### src/rtl/lq_pkg.sv
package lq_pkg;
  parameter int LQ_DEPTH  = 8;
  parameter int LQ_AGE_W  = 6;
  parameter int LQ_ADDR_W = 16;
endpackage

### src/rtl/lq_cam_row.sv
// One queue slot's comparators: store-search hit and flush age test.
module lq_cam_row #(
  parameter int AGE_W  = lq_pkg::LQ_AGE_W,
  parameter int ADDR_W = lq_pkg::LQ_ADDR_W
) (
  input  logic              live,
  input  logic              done,
  input  logic [AGE_W-1:0]  ld_age,
  input  logic [ADDR_W-1:0] ld_addr,
  input  logic [AGE_W-1:0]  st_age,
  input  logic [ADDR_W-1:0] st_addr,
  input  logic [AGE_W-1:0]  flush_age,
  output logic              hit,
  output logic              keep
);
  logic [AGE_W-1:0] d_st;
  logic [AGE_W-1:0] d_fl;
  logic             ld_younger;

  always_comb begin
    d_st       = ld_age - st_age;
    ld_younger = (d_st != '0) && !d_st[AGE_W-1];
    hit        = live && done && ld_younger && (ld_addr == st_addr);
    // Slot survives a flush when strictly older than the flush age.
    d_fl       = flush_age - ld_age;
    keep       = live && (d_fl != '0) && !d_fl[AGE_W-1];
  end
endmodule

### src/rtl/lq_oldest_pick.sv
// Picks the first set hit bit counting from the head slot.
module lq_oldest_pick #(
  parameter int DEPTH = lq_pkg::LQ_DEPTH,
  localparam int IDX_W = $clog2(DEPTH)
) (
  input  logic [DEPTH-1:0] hit,
  input  logic [IDX_W-1:0] head,
  output logic             found,
  output logic [IDX_W-1:0] sel
);
  always_comb begin
    found = 1'b0;
    sel   = head;
    for (int i = DEPTH - 1; i >= 0; i--) begin
      if (hit[head + IDX_W'(i)]) begin
        found = 1'b1;
        sel   = head + IDX_W'(i);
      end
    end
  end
endmodule

### src/rtl/lq_viol_detect.sv
module lq_viol_detect #(
  parameter int DEPTH  = lq_pkg::LQ_DEPTH,
  parameter int AGE_W  = lq_pkg::LQ_AGE_W,
  parameter int ADDR_W = lq_pkg::LQ_ADDR_W
) (
  input  logic                     clk,
  input  logic                     rst,
  input  logic                     alloc_valid,
  input  logic [AGE_W-1:0]         alloc_age,
  input  logic                     exec_valid,
  input  logic [$clog2(DEPTH)-1:0] exec_idx,
  input  logic [ADDR_W-1:0]        exec_addr,
  input  logic                     retire_valid,
  input  logic                     st_valid,
  input  logic [AGE_W-1:0]         st_age,
  input  logic [ADDR_W-1:0]        st_addr,
  input  logic                     flush_valid,
  input  logic [AGE_W-1:0]         flush_age,
  output logic [$clog2(DEPTH)-1:0] tail_idx,
  output logic [$clog2(DEPTH):0]   lq_count,
  output logic                     lq_full,
  output logic                     viol_valid,
  output logic [AGE_W-1:0]         viol_age
);
  localparam int IDX_W = $clog2(DEPTH);
  localparam int CNT_W = IDX_W + 1;

  logic [IDX_W-1:0]  head_q, tail_q;
  logic [CNT_W-1:0]  count_q;
  logic [AGE_W-1:0]  age_mem  [DEPTH];
  logic [ADDR_W-1:0] addr_mem [DEPTH];
  logic [DEPTH-1:0]  done_q;
  logic [DEPTH-1:0]  live, hit, keep;
  logic [CNT_W-1:0]  keep_cnt;
  logic              do_alloc, do_ret, do_exec;
  logic              found;
  logic [IDX_W-1:0]  sel;

  always_comb begin
    for (int i = 0; i < DEPTH; i++) begin
      live[i] = {1'b0, IDX_W'(i) - head_q} < count_q;
    end
    keep_cnt = '0;
    for (int i = 0; i < DEPTH; i++) keep_cnt = keep_cnt + CNT_W'(keep[i]);
  end

  assign lq_full  = (count_q == CNT_W'(DEPTH));
  assign do_alloc = alloc_valid && !lq_full && !flush_valid;
  assign do_ret   = retire_valid && (count_q != '0) && !flush_valid;
  assign do_exec  = exec_valid && live[exec_idx];
  assign tail_idx = tail_q;
  assign lq_count = count_q;

  generate
    for (genvar g = 0; g < DEPTH; g++) begin : g_row
      lq_cam_row #(.AGE_W(AGE_W), .ADDR_W(ADDR_W)) i_row (
        .live(live[g]), .done(done_q[g]), .ld_age(age_mem[g]),
        .ld_addr(addr_mem[g]), .st_age(st_age), .st_addr(st_addr),
        .flush_age(flush_age), .hit(hit[g]), .keep(keep[g]));
    end
  endgenerate

  lq_oldest_pick #(.DEPTH(DEPTH)) i_pick (
    .hit(hit), .head(head_q), .found(found), .sel(sel));

  // Payload storage, no reset, one write port per array.
  always_ff @(posedge clk) begin
    if (do_alloc) age_mem[tail_q] <= alloc_age;
    if (do_exec)  addr_mem[exec_idx] <= exec_addr;
  end

  always_ff @(posedge clk) begin
    if (rst) begin
      head_q     <= '0;
      tail_q     <= '0;
      count_q    <= '0;
      done_q     <= '0;
      viol_valid <= 1'b0;
      viol_age   <= '0;
    end else begin
      viol_valid <= st_valid && found;
      viol_age   <= age_mem[sel];
      if (do_exec)  done_q[exec_idx] <= 1'b1;
      if (do_alloc) done_q[tail_q]   <= 1'b0;
      if (flush_valid) begin
        count_q <= keep_cnt;
        tail_q  <= head_q + keep_cnt[IDX_W-1:0];
      end else begin
        count_q <= count_q + CNT_W'(do_alloc) - CNT_W'(do_ret);
        if (do_alloc) tail_q <= tail_q + 1'b1;
        if (do_ret)   head_q <= head_q + 1'b1;
      end
    end
  end


  reset_clears_chk: assert property (@(posedge clk)
    rst |=> (lq_count == '0 && !viol_valid && tail_idx == '0));


  count_in_range_chk: assert property (@(posedge clk) disable iff (rst)
    lq_count <= CNT_W'(DEPTH));


  full_alloc_ignored_chk: assert property (@(posedge clk) disable iff (rst)
    (lq_full && alloc_valid && !retire_valid && !flush_valid)
      |=> ($stable(lq_count) && $stable(tail_idx)));


  empty_retire_ignored_chk: assert property (@(posedge clk) disable iff (rst)
    (lq_count == '0 && retire_valid && !alloc_valid && !flush_valid)
      |=> (lq_count == '0));


  flush_shrinks_chk: assert property (@(posedge clk) disable iff (rst)
    flush_valid |=> (lq_count <= $past(lq_count)));


  viol_after_store_chk: assert property (@(posedge clk) disable iff (rst)
    viol_valid |-> $past(st_valid));


  viol_younger_chk: assert property (@(posedge clk) disable iff (rst)
    viol_valid |-> ((AGE_W'(viol_age - $past(st_age)) != '0) &&
                    !(AGE_W'(viol_age - $past(st_age)) >> (AGE_W - 1))));
endmodule

### config.mk
export PLATFORM = sky130hd
export DESIGN_NAME = lq_viol_detect
export DESIGN_NICKNAME = d
export VERILOG_FILES = /design/src/rtl/lq_pkg.sv /design/src/rtl/lq_cam_row.sv /design/src/rtl/lq_oldest_pick.sv /design/src/rtl/lq_viol_detect.sv
export SDC_FILE = /design/constraint.sdc
export NUM_CORES = 1
export LEC_CHECK = 0
export ABC_AREA = 1
export BUFFER_PORTS_ARGS = -buffer_cell sky130_fd_sc_hd__clkbuf_2
export CAP_MARGIN = 20
export CORE_UTILIZATION = 50
export DETAILED_ROUTE_END_ITERATION = 16
export PLACE_DENSITY_LB_ADDON = 0.05
export RECOVER_POWER = 50
export SLEW_MARGIN = 30
export SYNTH_ARGS = -nofsm -noshare
export SYNTH_HDL_FRONTEND = slang
export SYNTH_SLANG_ARGS = --single-unit
### constraint.sdc
create_clock -name clk -period 5.6 [get_ports clk]
set_input_delay 0.56 -clock clk [delete_from_list [all_inputs] [get_ports clk]]
set_output_delay 0.56 -clock clk [all_outputs]
set_load 0.05 [all_outputs]
# Word level (Yosys, flattened, before mapping)
# Memories as Yosys holds them, arrays and structs flattened. A register that Yosys moved wholly into a read port is not among the register bits.
# Index checks and enable logic that the tools add are counted.
[totals]
register_bits = 19
latchBits = 0
ram_bits = 176
mem_bits_ro = 0
in_bits = 60
word_cells = 223
mem_count = 2
[op_classes]
add_sub_neg = 42
multipliers = 0
div = 0
magnitude_cmp = 20
n_eq_ne = 9
n_shift = 0
mux = 48
n_bitwise = 4
reduce_logical = 93
[mem_list]
columns = ["memory", "depth", "width", "read_ports", "rd_ports_with_merged_regs", "write_ports", "line", "rtl"]
rows = [
  ["addr_mem", 8, 16, 8, 0, 1, "lq_viol_detect.sv:31", "logic [ADDR_W-1:0] addr_mem [DEPTH];"],
  ["age_mem", 8, 6, 9, 1, 1, "lq_viol_detect.sv:30", "logic [AGE_W-1:0] age_mem [DEPTH];"],
]
[op_table]
columns = ["cell", "n"]
rows = [
  ["$eq A16 B16 Y1", 8],
  ["$reduce_bool A6 Y1", 16],
  ["$sub A6 B6 Y6", 16],
  ["$logic_and A1 B1 Y1", 56],
  ["$lt A3 B4 Y1 const B", 10],
  ["$lt A3 B4 Y1", 8],
  ["$mux W3", 10],
  ["$bmux W1 S3", 9],
  ["$mux W8", 3],
  ["$mux W1", 23],
  ["$add A4 B1 Y4", 5],
  ["$logic_not A1 Y1", 18],
  ["$add A3 B3 Y3 const B", 4],
  ["$sub A3 B3 Y3 const A", 4],
  ["$and A8 B8 Y8", 1],
  ["$not A8 Y8", 1],
  ["$or A8 B8 Y8", 1],
  ["$add A3 B1 Y3 const B", 2],
  ["$add A3 B2 Y3 const B", 2],
  ["$demux W1 S3", 2],
  ["$ge A3 B1 Y1 const B", 2],
  ["$sub A1 B3 Y3 const A", 2],
  ["$sub A2 B3 Y3 const A", 2],
  ["$add A3 B1 Y4", 1],
  ["other kinds (10)", 10],
]

# Logic depth before layout (Yosys ltp)
# Gate-level depths: netlist of the first run.
[logic_depth]
depth_word = 16
depth_mapped = 32

# By module
# Synthesis of the first run repeated with hierarchy kept, for this count alone.
[hier_totals]
hier_cells = 1905
hier_area_um2 = 14651.6
[by_module_without_submodules]
columns = ["mod", "instances", "cells_each", "area_each_um2"]
rows = [
  ["lq_viol_detect", 1, 544, 7652.3],
  ["lq_cam_row (g_row[2].i_row ...)", 4, 149, 778.2],
  ["lq_cam_row (g_row[0].i_row ...)", 3, 157, 790.8],
  ["lq_cam_row (g_row[7].i_row)", 1, 168, 827.0],
  ["lq_oldest_pick", 1, 126, 686.9],
]

# Worst setup path before layout of the first run
# OpenSTA, ideal clock, no wires.
[synth_timing]
path_type = "register to register"
startpoint = "reg head_q[1]"
endpoint = "reg tail_q[2] (netlist: tail_idx[2])"
setup_ns = 0.095
arrival_time_ns = 5.529
t_required_ns = 5.505
slack_ns = -0.024
stages_incl_launch_ff = 22
path_buffers = 1
path_cell_list = "dfxtp_1 -> clkbuf_1 -> clkinv_1 -> ha_1 -> ha_1 -> a21o_1 -> nand3_1 -> nand2_1 -> nor3_1 -> o31ai_1 -> fa_1 -> fa_1 -> fa_1 -> inv_1 -> ha_1 -> fa_1 -> inv_1 -> fa_1 -> xnor2_1 -> xor2_1 -> nand2_1 -> a221oi_1"
[synth_via]
elab_chain_len = 13
[synth_rtl]
columns = ["element", "line", "rtl"]
rows = [
  ["start, declared", "lq_viol_detect.sv:28", "logic [IDX_W-1:0] head_q, tail_q;"],
  ["start signal, assigned", "lq_viol_detect.sv:91", "if (do_ret) head_q <= head_q + 1'b1;"],
  ["$sub A1 B3 Y3", "lq_viol_detect.sv:41", "live[i] = {1'b0, IDX_W'(i) - head_q} < count_q;"],
  ["$lt A3 B4 Y1", "lq_viol_detect.sv:41", ""],
  ["$logic_and A1 B1 Y1 (2 in a row)", "lq_cam_row.sv:26", "keep = live && (d_fl != '0) && !d_fl[AGE_W-1];"],
  ["$add A1 B1 Y2", "lq_viol_detect.sv:44", "for (int i = 0; i < DEPTH; i++) keep_cnt = keep_cnt + CNT_W'(keep[i]);"],
  ["$add A2 B1 Y3", "lq_viol_detect.sv:44", ""],
  ["$add A3 B1 Y4", "lq_viol_detect.sv:44", ""],
  ["$add A4 B1 Y4 (4 in a row)", "lq_viol_detect.sv:44", ""],
  ["$add A3 B3 Y3 (*)", "lq_viol_detect.sv:87", "tail_q <= head_q + keep_cnt[IDX_W-1:0];"],
  ["$mux W3 (*)", "lq_viol_detect.sv:85", "if (flush_valid) begin"],
  ["end signal, assigned", "lq_viol_detect.sv:87", ""],
  ["end signal, assigned", "lq_viol_detect.sv:90", "if (do_alloc) tail_q <= tail_q + 1'b1;"],
  ["end, declared", "lq_viol_detect.sv:28", ""],
]
# Every way passes the cells marked *; elsewhere a longest branch is shown, timed or not.
# A chain may end at the register's enable or synchronous reset.

==> results of run 1 <==
==> power breakdown <==
group          total, mW  switching (mW)  leakage, nW  internal [mW]
logic               2.88            1.94         6.15          0.947
registers           1.82          0.0804         1.80           1.74
clock network       1.65           0.693        0.403          0.954
total               6.35            2.71         8.35           3.64
==> layout make-up <==
type	count	area [um2]	share of cell area
multi-input cells	1511	8130	0.480
inverters	306	1150	0.0679
clock buffers	33	686	0.0405
repair buffers	109	584	0.0345
well taps	390	488	0.0288
clock inverters	13	125	0.00738
flip-flops and latches	201	5790	0.341
==> kinds of logic (layout without fill, tap and decap cells) <==
kind of cell / after synthesis / after routing / synth area share
adders and majority gates: 127 / 127 / 0.116
and+or+nand+nor: 1153 / 1153 / 0.313
xor gates and xnor gates: 77 / 77 / 0.0444
AOI/OAI and AO/OA: 154 / 154 / 0.0570
buffers and inverters: 339 / 461 / 0.0885
DFF: 201 / 201 / 0.381
==> worst reg2reg max path: cells and delay by family, from the launching register on <==
| family | cells | cell delay (ns) |
|---|---|---|
| adder cells (fa/ha/maj) | 8 | 3.36 |
| XOR/XNOR | 3 | 0.44 |
| AND/OR/NAND/NOR | 4 | 0.44 |
| flip-flops | 1 | 0.41 |
| AO/OA/AOI/OAI | 2 | 0.31 |
| buffers and inverters | 3 | 0.26 |
==> per-stage QoR <==
stage	instances	power, mW	setup slack, ns
after detailed placement	2516	4.68	-0.148
after floorplan	2051	3.81	0.0864
after global placement	2516	4.63	-0.0755
after CTS	2562	6.32	0.127
after global routing	2563	6.77	0.0115
final	2563	6.35	0.283
==> cell usage after synthesis (2+ instances only) <==
| library cell | count | area (um2) |
|---|---|---|
| xor2_1 | 36 | 315 |
| buf_6 | 2 | 22.5 |
| and2_1 | 5 | 31.3 |
| clkbuf_1 | 6 | 22.5 |
| nor2_1 | 236 | 886 |
| inv_2 | 21 | 78.8 |
| o21ai_1 | 2 | 10.0 |
| and3_1 | 3 | 18.8 |
| edfxtp_1 | 176 | 5290 |
| nand3_1 | 145 | 726 |
| a21o_1 | 3 | 22.5 |
| a21oi_1 | 72 | 360 |
| nand3b_1 | 15 | 113 |
| or2_2 | 2 | 12.5 |
| nand2_2 | 8 | 50.1 |
| nand2_4 | 2 | 22.5 |
| nand4_1 | 26 | 163 |
| dfxtp_1 | 25 | 500 |
| a21boi_0 | 4 | 30.0 |
| o21ai_0 | 46 | 230 |
| or2_1 | 2 | 12.5 |
| clkinv_1 | 3 | 11.3 |
| a21boi_1 | 2 | 15.0 |
| buf_4 | 10 | 75.1 |
| buf_2 | 15 | 75.1 |
| nor3b_1 | 2 | 15.0 |
| o211ai_1 | 2 | 15.0 |
| ha_1 | 105 | 1310 |
| nor4_1 | 2 | 12.5 |
| fa_1 | 22 | 440 |
| a211oi_1 | 4 | 30.0 |
| inv_1 | 282 | 1060 |
| nor3_1 | 15 | 75.1 |
| o31ai_1 | 5 | 37.5 |
| o21a_1 | 4 | 30.0 |
| nand2_1 | 686 | 2570 |
| xnor2_1 | 41 | 359 |
| a31oi_1 | 2 | 12.5 |
==> state kept, by name, indices dropped and copies added, names as in the netlist <==
name,flops
viol_age,6
addr_mem,128
head_q,3
lq_count,4
done_q,8
age_mem,48
tail_idx,3
viol_valid,1
==> layer usage <==
metal  vias to the layer above  routed length [um]  GRT usage
li1                       6789                   -          -
met5                         -                   0          0
met2                       470               24900      0.598
met3                       138                2770     0.0366
met4                         0                3460      0.203
met1                      6327               19500      0.389
==> how the worst max path moves through the flow <==
stage	startpoint	end	cells after the start
2_1_floorplan	head_q[1]	tail_idx[2]	21
3_3_place_gp	flush_age[0]	tail_idx[2]	21
3_5_place_dp	flush_age[0]	tail_idx[2]	21
4_1_cts	age_mem[0][0]	tail_idx[2]	19
5_1_grt	head_q[1]	tail_idx[2]	21
6_report	age_mem[0][0]	tail_idx[2]	20
==> timing repair <==
item                                    in CTS  in global routing
gates resized for setup                      0                 10
buffers inserted                             0                  1
endpoints found under the setup margin       0                  2
==> flow_summary.yaml, run 1 <==
run_status:
  status: "finished clean"
synth:
  synth_edf_count: 176
  synth_seq_cells: 201
  postSynthCellCount: 2051
  synth.yosys.seq_area_share: 0.381
  synth_async_sr_flop_share: 0
  post_synth_num_cell_types: 50
  syn_avg_cell_area_um2: 7.40
  ys.flop_type: "edfxtp_1"
  ys.warnings.count: 0
  synthesis.nets: 2238
  netlist_area_um2: 15200
global_routing:
  overflow: 0
  antenna_found_initial: 0
  grt_usage: 0.336
  grt_first_pass_wirelength_mm: 76.9
  grt_pass1_vias: 13400
  grt_start_max_net_pins: 26
worst_setup_path:
  critPathKind: "reg2reg"
  crit_arrival_ns: 5.78
  rrSetupSlack_ns: 0.28
  endpoint_kind: "register"
  path_common_cell: "fa_1"
  critPathMaxStageDelay_ns: 0.54
  cp_data_required_time_ns: 6.06
  worstPathCellList: "ha_1, fa_1, buf_4, xor2_1, nand3_1, nor3_2, nor3_2, o31ai_2, fa_2, fa_1, fa_1, inv_1, ha_1, fa_1, inv_1, fa_1, xnor2_2, xor2_1, nand2_1, a221oi_1"
  r2r_start: "age_mem[0][0]"
  path_max_fanout: 3
  worst-path-buf-inv: 3
  slowest_stage: "fa_1"
  reg2reg_to: "tail_idx[2]"
  rr_worst_depth: 20
  crit_family: "adder cells"
  start_kind: "register"
power:
  power.density_nw_per_um2: 375
  ir_drop_v: 0.000245
  power.leakage_nw: 8.35
clock_tree:
  numCtsBuffers: 25
  cts_buffer_depth: 3
  postCtsHoldBufs: 0
  root_buffer: "clkbuf_16"
  clk_pin_slew_ns: 0.06
  clk_latency_ns: 0.57
  h-tree-depth: 1
  cts.sinks: 201
  cts_tree: "built"
hold_path:
  worstHoldPathCells: 3
  worstHoldEndpoint: "viol_valid"
  hold_path_class: "in2reg"
  min-delay-start: "st_valid"
cells_and_area:
  nNetsFinal: 2341
  area_growth_pct: 11.7
  drive_gt1_frac: 0.0746
  mostFrequentLayoutCells: "nand2_1 (686), inv_1 (283), nor2_1 (229), edfxtp_1 (176), nand3_1 (145)"
  final_area_um2: 16900
  fin_util: 0.570
  final_common_cell: "nand2_1"
  antennaDiodeCount: 0
  nFillCells: 2760
route:
  wirelength_mm: 50.6
  ant_nets: 0
  drcViolationCount: 0
  via_per_inst: 5.35
  vias: 13700
  first_pass_iters: 8
  drt_iter0_drc: 1067
  drt-wirelength-per-cell_um: 19.7
placement:
  hpwl_mm: 39.6
  place.gp.congestion: 1.01
  portBuffers: 74
  place_area_um2: 16100
run:
  maxCapViolCount: 0
floorplanning:
  fp-row-count: 63
  die_w_um: 176
  core_um2: 29700
  die_area_um2: 31100
  initial_utilization: 0.511
  ios: 75
  die_h_um: 176
sta:
  finalHoldViolations: 0
  tns_ns: 0
  finClkSkew_ns: 0.0208
  setup_viol: 0
  timing.final.max_slew_violations: 0
  worstMarginPinSlew_ns: 1.04
  fmax_mhz: 188
  hold_ws_ns: 0.210
  period_needed_ns: 5.32
  maxSlewHeadroom: 0.307
  rsz0062_at_grt: "false"
  fin_crit_sh: 0.949
(Power assumes the default switching activity.)
==> run 2: changes to the inputs <==
--- a/config.mk
+++ b/config.mk
@@ -6,11 +6,11 @@
 export NUM_CORES = 1
 export LEC_CHECK = 0
 export ABC_AREA = 1
-export BUFFER_PORTS_ARGS = -buffer_cell sky130_fd_sc_hd__clkbuf_2
+export BUFFER_PORTS_ARGS = -buffer_cell sky130_fd_sc_hd__buf_2
 export CAP_MARGIN = 20
 export CORE_UTILIZATION = 50
 export DETAILED_ROUTE_END_ITERATION = 16
-export PLACE_DENSITY_LB_ADDON = 0.05
+export PLACE_DENSITY = 0.81
 export RECOVER_POWER = 50
 export SLEW_MARGIN = 30
 export SYNTH_ARGS = -nofsm -noshare
==> flow_summary.yaml, run 2 (synthesis results as in run 1) <==
sta:
  hold_ws_ns: 0.252
  tns_ns: 0
  fmax_mhz: 184
  finClkSkew_ns: 0.00960
  maxSlewHeadroom: 0.379
  period_needed_ns: 5.43
  setup_viol: 0
  timing.final.max_slew_violations: 0
  finalHoldViolations: 0
  worstMarginPinSlew_ns: 0.930
  fin_ws_ns: 0.170
  fin_crit_sh: 0.970
clock_tree:
  cts_tree: "built"
  cts.sinks: 201
  numCtsBuffers: 24
  cts_buffer_depth: 3
  root_buffer: "clkbuf_16"
  clk_pin_slew_ns: 0.06
  clk_latency_ns: 0.54
  h-tree-depth: 1
cells_and_area:
  final_common_cell: "nand2_1"
  final_area_um2: 16900
  drive_gt1_frac: 0.0711
  nNetsFinal: 2336
  fin_util: 0.570
  nFillCells: 2682
  largest_register: "addr_mem"
  seq_area_um2: 5790
  multiInputGateArea_um2: 8120
  mostFrequentLayoutCells: "nand2_1 (686), inv_1 (282), nor2_1 (231), edfxtp_1 (176), nand3_1 (145)"
  area_growth_pct: 11.6
  largest_reg_flops: 128
  reg.largest.list: "addr_mem x128, age_mem x48, done_q x8"
placement:
  portBuffers: 74
  place.gp.congestion: 1.01
  hpwl_mm: 36.8
  pre_cts_slack_ns: -0.128
  place_area_um2: 16100
global_routing:
  grt_start_max_net_pins: 26
  grt_pass1_vias: 14100
  grt_first_pass_wirelength_mm: 75.3
  overflow: 0
  grt_usage: 0.320
  antenna_found_initial: 1
power:
  p_int_mw: 3.72
  p_comb_frac: 0.450
  power.density_nw_per_um2: 378
  p_seq_frac: 0.285
  ir_drop_v: 0.000267
  p_sw_mw: 2.69
  clockPowerShare: 0.265
  sw_frac_of_total: 0.420
  power.leakage_nw: 8.31
worst_setup_path:
  endpoint_kind: "register"
  start_kind: "register"
  crit_arrival_ns: 5.88
  critPathKind: "reg2reg"
  cp_data_required_time_ns: 6.05
  path_max_fanout: 2
route:
  drt_iter0_drc: 1319
  first_pass_iters: 7
  via_per_inst: 5.63
  ant_nets: 0
  drt-wirelength-per-cell_um: 19.2
  vias: 14400
  wirelength_mm: 49.1
  drcViolationCount: 0
floorplanning:
  die_h_um: 176
  initial_utilization: 0.511
  ios: 75
  fp-row-count: 63
  core_um2: 29700
  die_area_um2: 31100
  die_w_um: 176
run:
  maxCapViolCount: 0
run_status:
  status: "finished clean"
hold_path:
  hold_path_class: "in2reg"
-- run 2: changes by cell type in the layout (fill, tap and decap cells not counted), sizes merged --
cell      before  now
clkbuf       108   66
buf           34   69
bufinv         2    5
clkinv        13   10
clkinvlp       0    2
diode          0    1
inv          304  303
-- run 2: routing by layer --
| metal | up-vias | part of all wire | track usage |
|---|---|---|---|
| li1 | 6789 | - | - |
| met1 | 6616 | 0.37 | 0.375 |
| met2 | 776 | 0.47 | 0.543 |
| met3 | 229 | 0.089 | 0.0484 |
| met4 | 0 | 0.075 | 0.217 |
| met5 | - | 0 | 0 |
-- run 2: worst paths after layout --
kind	startpoint	to	slack [ns]	cells past startpoint
setup / recovery	head_q[1]	tail_idx[2]	0.17	20
hold / removal	rst	tail_idx[2]	0.25	2
setup reg to reg	head_q[1]	tail_idx[2]	0.17	20
hold reg to reg	done_q[3]	done_q[3]	0.53	2
-- run 2: critical path, stage by stage (launching register included) --
cell and delay (ns):
dfxtp_1 0.35, clkinv_2 0.07, ha_1 0.31, ha_1 0.29, a21o_1 0.20, nand3_1 0.07
nand2_1 0.18, nor3_1 0.25, o31ai_1 0.12, fa_1 0.57, fa_1 0.49, fa_1 0.55
inv_1 0.04, ha_1 0.22, fa_1 0.54, inv_1 0.07, fa_1 0.40, xnor2_1 0.19
xor2_1 0.15, nand2_1 0.08, a221oi_2 0.20
-- run 2: timing repair --
action                     4_1_cts  5_1_grt
setup endpoints to repair        0        1
gates resized for setup          0       11
buffers inserted                 0        4
hold buffers                     0        0
-- run 2: area by class of cell --
type | instances | area share
Sequential cell | 201 | 0.341
Inverter | 306 | 0.0679
Antenna cell | 1 | 0.000148
Clock inverter | 14 | 0.0115
Tap cell | 390 | 0.0288
Clock buffer | 30 | 0.0380
Timing Repair Buffer | 105 | 0.0329
Multi-Input combinational cell | 1511 | 0.479
-- run 2: power groups by stage --
stage	registers, mW	logic [mW]	clock network, mW
floorplan	1.96	1.85	0
global placement	1.84	2.70	0
detailed placement	1.85	2.77	0
CTS	1.82	2.80	1.70
global route	1.83	3.14	1.75
finish	1.82	2.88	1.70
-- run 2: metrics by stage --
step,total power [mW],std cells
floorplan,3.81,2051
global placement,4.54,2509
detailed placement,4.62,2509
CTS,6.31,2553
global route,6.73,2558
finish,6.40,2558
